## src/rtl/edge_irq_bank.sv

```systemverilog
module edge_irq_bank #(
  parameter int LINES = 16,
  parameter int AW    = 3
) (
  input  logic             clk,
  input  logic             rst_n,
  input  logic [LINES-1:0] pins_i,
  input  logic             wr_en,
  input  logic             rd_en,
  input  logic [AW-1:0]    addr,
  input  logic [2*LINES-1:0] wr_data,
  output logic [2*LINES-1:0] rd_data,
  output logic             irq_n
);
  localparam int DW = 2 * LINES;
  localparam logic [AW-1:0] A_PIN = AW'(0), A_BLK = AW'(1), A_SEL = AW'(2),
                            A_PEND = AW'(3), A_CTL = AW'(4);

  logic [LINES-1:0] sync1, sync2, prev, blk, pend, hit, clr;
  logic [DW-1:0]    sel;
  logic             keep;

  always_ff @(posedge clk or negedge rst_n)
    if (!rst_n) begin
      sync1 <= '0; sync2 <= '0; prev <= '0;
    end else begin
      sync1 <= pins_i; sync2 <= sync1; prev <= sync2;
    end

  for (genvar i = 0; i < LINES; i++) begin : g_line
    assign hit[i] = ~blk[i] & ((sel[2*i]   &  sync2[i] & ~prev[i]) |
                               (sel[2*i+1] & ~sync2[i] &  prev[i]));
  end

  assign clr = ((wr_en && addr == A_PEND) ? wr_data[LINES-1:0] : '0) |
               ((rd_en && addr == A_PIN && !keep) ? {LINES{1'b1}} : '0);

  always_ff @(posedge clk or negedge rst_n)
    if (!rst_n) begin
      blk <= '1; sel <= '0; keep <= 1'b0; pend <= '0; irq_n <= 1'b1;
    end else begin
      if (wr_en && addr == A_BLK) blk  <= wr_data[LINES-1:0];
      if (wr_en && addr == A_SEL) sel  <= wr_data;
      if (wr_en && addr == A_CTL) keep <= wr_data[0];
      pend  <= (pend & ~clr) | hit;
      irq_n <= ~(|pend);
    end

  always_comb
    case (addr)
      A_PIN:   rd_data = {{(DW-LINES){1'b0}}, sync2};
      A_BLK:   rd_data = {{(DW-LINES){1'b0}}, blk};
      A_SEL:   rd_data = sel;
      A_PEND:  rd_data = {{(DW-LINES){1'b0}}, pend};
      A_CTL:   rd_data = {{(DW-1){1'b0}}, keep};
      default: rd_data = '0;
    endcase

  assert_reset_state_R1: assert property (@(posedge clk) disable iff (!rst_n)
    !$past(rst_n) |-> (blk == '1 && sel == '0 && pend == '0 && irq_n));

  assert_blocked_quiet_R5: assert property (@(posedge clk) disable iff (!rst_n)
    (blk != '0) |=> ((pend & ~$past(pend) & $past(blk)) == '0));

  assert_sticky_R6: assert property (@(posedge clk) disable iff (!rst_n)
    !(wr_en && addr == A_PEND) && !(rd_en && addr == A_PIN && !keep)
      |=> ((pend & $past(pend)) == $past(pend)));

  assert_irq_low_R8: assert property (@(posedge clk) disable iff (!rst_n)
    (|pend) |=> !irq_n);

  assert_irq_high_R8: assert property (@(posedge clk) disable iff (!rst_n)
    !(|pend) |=> irq_n);
endmodule

```

## config.mk

```make
export PLATFORM = sky130hd
export DESIGN_NAME = edge_irq_bank
export DESIGN_NICKNAME = d
export VERILOG_FILES = /design/src/rtl/edge_irq_bank.sv
export SDC_FILE = /design/constraint.sdc
export NUM_CORES = 1
export LEC_CHECK = 0
export CORE_MARGIN = 4
export CORE_UTILIZATION = 52
export CTS_BUF_LIST = sky130_fd_sc_hd__clkbuf_4 sky130_fd_sc_hd__clkbuf_8 sky130_fd_sc_hd__clkbuf_16
export DETAILED_ROUTE_END_ITERATION = 10
export PLACE_DENSITY = 0.91
export SLEW_MARGIN = 20
export SYNTH_ARGS = -nofsm -noshare
export SYNTH_HDL_FRONTEND = slang
export SYNTH_SLANG_ARGS = --single-unit
```

## constraint.sdc

```tcl
create_clock -name clk -period 1.2 [get_ports clk]
set_input_delay 0.12 -clock clk [delete_from_list [all_inputs] [get_ports clk]]
set_output_delay 0.12 -clock clk [all_outputs]
set_load 0.005 [all_outputs]
```

; ---- After elaboration in Yosys (flattened, before gate mapping)
; Index checks and enable logic that the tools add are counted.
[totals]
elab_cells = 173
in_bits = 55
reg_bits = 114
[classes]
bitwise = 149
n_eq_ne = 4
reduce_logical = 9
mux = 3
[ops]
columns = op, n
row1 = $pmux W32 S5, 1
row2 = $and A1 B1 Y1, 80
row3 = $not A1 Y1, 49
row4 = $mux W16, 2
row5 = $or A16 B16 Y16, 2
row6 = $and A16 B16 Y16, 1
row7 = $not A16 Y16, 1
row8 = $or A1 B1 Y1, 16
row9 = $reduce_or A16 Y1, 1
row10 = $eq A3 B2 Y1 const B, 2
row11 = $logic_and A1 B1 Y1, 6
row12 = $eq A3 B1 Y1 const B, 1
row13 = $eq A3 B3 Y1 const B, 1
row14 = $logic_not A3 Y1, 1
row15 = $logic_not A1 Y1, 1

; ---- Longest topological paths before layout
[logic_depth]
depth_word = 8
depth_mapped = 5
depth_no_buf = 3

; ---- Worst setup path after synthesis
; Ideal clock, no wire load.
[synth_timing]
path_kind = register -> register
from = reg keep
to = reg pend[2]
setup_slack_ns = 0.074
t_arrival_ns = 1.006
required_time_ns = 1.080
path_stages_with_launch = 5
path_cell_list = dfrtp_1 > nor2_1 > nand3_2 > buf_2 > a31o_2
[synth_between]
elab_chain_len = 7
[synth_lines]
columns = element, line
row1 = from (decl), 21  ; logic keep;
row2 = from (signal assigned), 44  ; if (wr_en && addr == A_CTL) keep <= wr_data[0];
row3 = $logic_not A1 Y1, 36  ; ((rd_en && addr == A_PIN && !keep) ? {LINES{1'b1}} : '0);
row4 = $logic_and A1 B1 Y1, 36
row5 = $mux W16, 36
row6 = $or A16 B16 Y16, 35  ; assign clr = ((wr_en && addr == A_PEND) ? wr_data[LINES-1:0] : '0) |
row7 = $not A16 Y16, 45  ; pend <= (pend & ~clr) | hit;
row8 = $and A16 B16 Y16, 45
row9 = $or A16 B16 Y16, 45
row10 = to (signal assigned), 45
row11 = to (decl), 19  ; logic [LINES-1:0] sync1, sync2, prev, blk, pend, hit, clr;
; No other way between the ends.
; A chain may end at the register's enable or synchronous reset.

; ---- Worst setup path in the final report
[layout_timing]
from = reg pend[4]
to = out rd_data[4]
[layout_between]
elab_chain_len = 1
[layout_lines]
columns = element, line
row1 = $pmux W32 S5, 50  ; case (addr)
row2 = to (decl), 12  ; output logic [2*LINES-1:0] rd_data,
; No other way between the ends.

==> flow_metrics.env <==
export IMPL_final_min_clock_period_ns=1.81
export IMPL_clk_pin_slew_ns=0.06
export IMPL_cts_sinks=114
export IMPL_clk_latency_ns=0.52
export IMPL_top_layer_used="met4"
export IMPL_grt_overflow=0
export IMPL_pin_count=88
export IMPL_worst_pin_slew_ns=0.340
export IMPL_die_w_um=103
export IMPL_path_max_fanout=2
export IMPL_holdWs_ns=0.0328
export IMPL_maxSlewViolCount=0
export IMPL_power_frac_seq=0.358
export IMPL_outcome="finished, violations left"
export IMPL_met2_length_mm=8.79
export IMPL_worst_setup_path_start_kind="register"
export IMPL_fin_skew_ns=0.0101
export IMPL_hold_violations=0
export IMPL_violations="negative setup slack"
export IMPL_nFillCells=362
export IMPL_total_power_mw=14.0
export IMPL_ys_flop_type="dfrtp_1"
export IMPL_grt_pass1_vias=4289
export IMPL_drive_gt1_frac=0.497
export IMPL_drv_cap=0
export IMPL_cts_tree="yes"
export IMPL_gr_usage_all_layers=0.297
export IMPL_final_common_cell="buf_4"
export IMPL_grt_max_degree=39
export IMPL_ys_seq_area_frac=0.606
export IMPL_io_buffer_count=87
export IMPL_yosys_area_top_type="dfrtp_1"
export IMPL_powerDensity_nw_per_um2=1830
export IMPL_drtAntennaViolNets=0
export IMPL_synth_top_cell_area_share=0.512
export IMPL_yosys_warnings=0
export IMPL_max_clock_freq_mhz=553
export IMPL_num_vias=3993
export IMPL_antenna_found_initial=0
export IMPL_initial_core_util=0.538
export IMPL_dp_cells=596
export IMPL_hold_path_class="input pin to register"
export IMPL_ir_worst_vdd_mv=1.61
export IMPL_gp_congestion=0.830
export IMPL_syn2layout_area_growth_pct=61.6
export IMPL_combPwrFrac=0.250
export IMPL_dr_first_iter_drc_count=265
export IMPL_synth_cell_area_um2=4740
export IMPL_cts_root_buffer="clkbuf_8"
export IMPL_synth_distinct_cells=32
export IMPL_synthesis_nets=385
export IMPL_routedWlPerCell_um=23.6
export IMPL_grt_pass1_wl_mm=22.9
export IMPL_layout_nets=626
export IMPL_cell_internal_pwr_mw=10.4
export IMPL_dieArea_um2=10700
export IMPL_crit_path_end_kind="output pin"
export IMPL_synth_avg_cell_area_um2=14.4
export IMPL_row_count=34
export IMPL_power_leakage_nw=3.46
export IMPL_rsz0062_at_grt="yes"
export IMPL_pre_cts_ws_ns=-0.891
export IMPL_min_period_over_period=1.51
export IMPL_swShare=0.255
export IMPL_final_instance_count_excl_fill=692
export IMPL_rrSetupSlack_ns=-0.28
export IMPL_async_flop_share=1.00
export IMPL_fin_ws_ns=-0.609
export IMPL_core_area_um2=8810
export IMPL_clkPwrFrac=0.391
export IMPL_cp_arrival_ns=1.69
export IMPL_power_switching_mw=3.57
export IMPL_finalSetupViolCount=62
export IMPL_seq_area_um2=2870
export IMPL_routed_wl_mm=16.3
export IMPL_syn_inst=330
export IMPL_first_pass_iters=4
export IMPL_wl_met1_mm=6.14
export IMPL_synth_edf_count=0
export IMPL_relSlewSlack=0.772
export IMPL_ys_top_cells_by_area="dfrtp_1 (51%), dfstp_2 (9.4%), mux2_1 (8.3%), mux4_2 (7.1%), nand3b_1 (4.3%)"
export IMPL_routed_via_density=5.77
export IMPL_htree_levels=4
export IMPL_die_y_um=103
export IMPL_cts_buffer_depth=2
export IMPL_route_detailed_drc=0
export IMPL_hpwl_mm=8.54
export IMPL_wl_met3_um=876
export IMPL_diodes=0
export IMPL_multi_input_area_um2=1890
export IMPL_layout_common_cells="buf_4 (122), dfrtp_1 (97), clkdlybuf4s50_1 (50), mux2_1 (35), buf_6 (28)"
export IMPL_cp_required_ns=1.08
export IMPL_ys_seq_elements=114
export IMPL_cts_made_buffers=17
export IMPL_critPathKind="register to output pin"
logic make-up (layout without fill, tap and decap cells):
family | after synthesis | in the layout | synth area share
buf+inv | 19 | 273 | 0.0280
mux | 62 | 62 | 0.183
flops | 114 | 114 | 0.606
compound gates | 38 | 38 | 0.0557
simple gates | 97 | 97 | 0.127
final cells by class:
cell class              instances  share of cell area
flip-flops and latches        114               0.375
repair buffers                238               0.276
multi-input cells             197               0.247
clock buffers                  21              0.0588
clock inverters                11              0.0243
well taps                     108              0.0176
inverters                       3             0.00147
flip-flops by register name (all words and copies together), names as in the netlist:
name,flops
prev,16
sel,32
pend,16
sync2,16
sync1,16
blk,16
keep,1
irq_n,1
repair_timing:
action / 4_1_cts / 5_1_grt
buffers inserted: 43 / 21
resized for setup: 191 / 17
gates cloned: 2 / 1
endpoints found under the setup margin: 99 / 85
hold endpoints to repair: 114 / 0
hold buffers: 2 / 0
pin swaps: 7 / 8
path summary, 6_finish.rpt:
kind	start	end	cells past startpoint
worst max-delay path	pend[4]	rd_data[4]	3
worst min-delay path	pins_i[0]	sync1[0]	1
worst max register to register	pend[1]	irq_n	6
worst min register to register	sync1[14]	sync2[14]	0
max in group asynchronous	rst_n	pend[3]	3
min in group asynchronous	rst_n	blk[3]	2
synthesized netlist by cell type, types with 3 or more instances:
cell,count
nand2_1,26
buf_6,5
buf_2,3
a31o_1,10
a32o_1,3
nand3b_1,27
and2_1,16
mux2_2,12
mux4_2,15
nor2b_1,15
nor4_1,4
mux2_1,35
dfrtp_1,97
o22ai_1,4
buf_4,5
a21oi_1,13
dfstp_2,17
inv_1,3
a31o_2,3
o21ai_0,3
per-layer routing:
metal,vias up,GRT usage
met3,49,0.0785
met1,2063,0.330
met5,-,0
met4,0,0.128
met2,195,0.533
li1,1686,-
worst max-delay path, stage by stage (launching register included):
cell,delay [ns]
dfrtp_1,0.41
mux4_2,0.49
nor2b_4,0.14
buf_2,0.12
power by group through the flow:
stage	Sequential (mW)	Combinational, mW	Clock, mW
floorplan	4.96	0.964	0
global placement	4.98	2.43	0
detailed placement	5.04	2.54	0
CTS	4.96	3.15	5.48
global route	5.06	3.70	5.72
finish	5.03	3.50	5.49
through the flow:
stage	instance area [um^2]	utilization	setup TNS, ns
finish	7660	0.870	-11.76
global route	7660	0.870	-13.61
CTS	7450	0.846	-11.79
detailed placement	6420	0.729	-74.79
global placement	6420	0.729	-71.97
floorplan	4740	-	0
(Power assumes the default switching activity.)
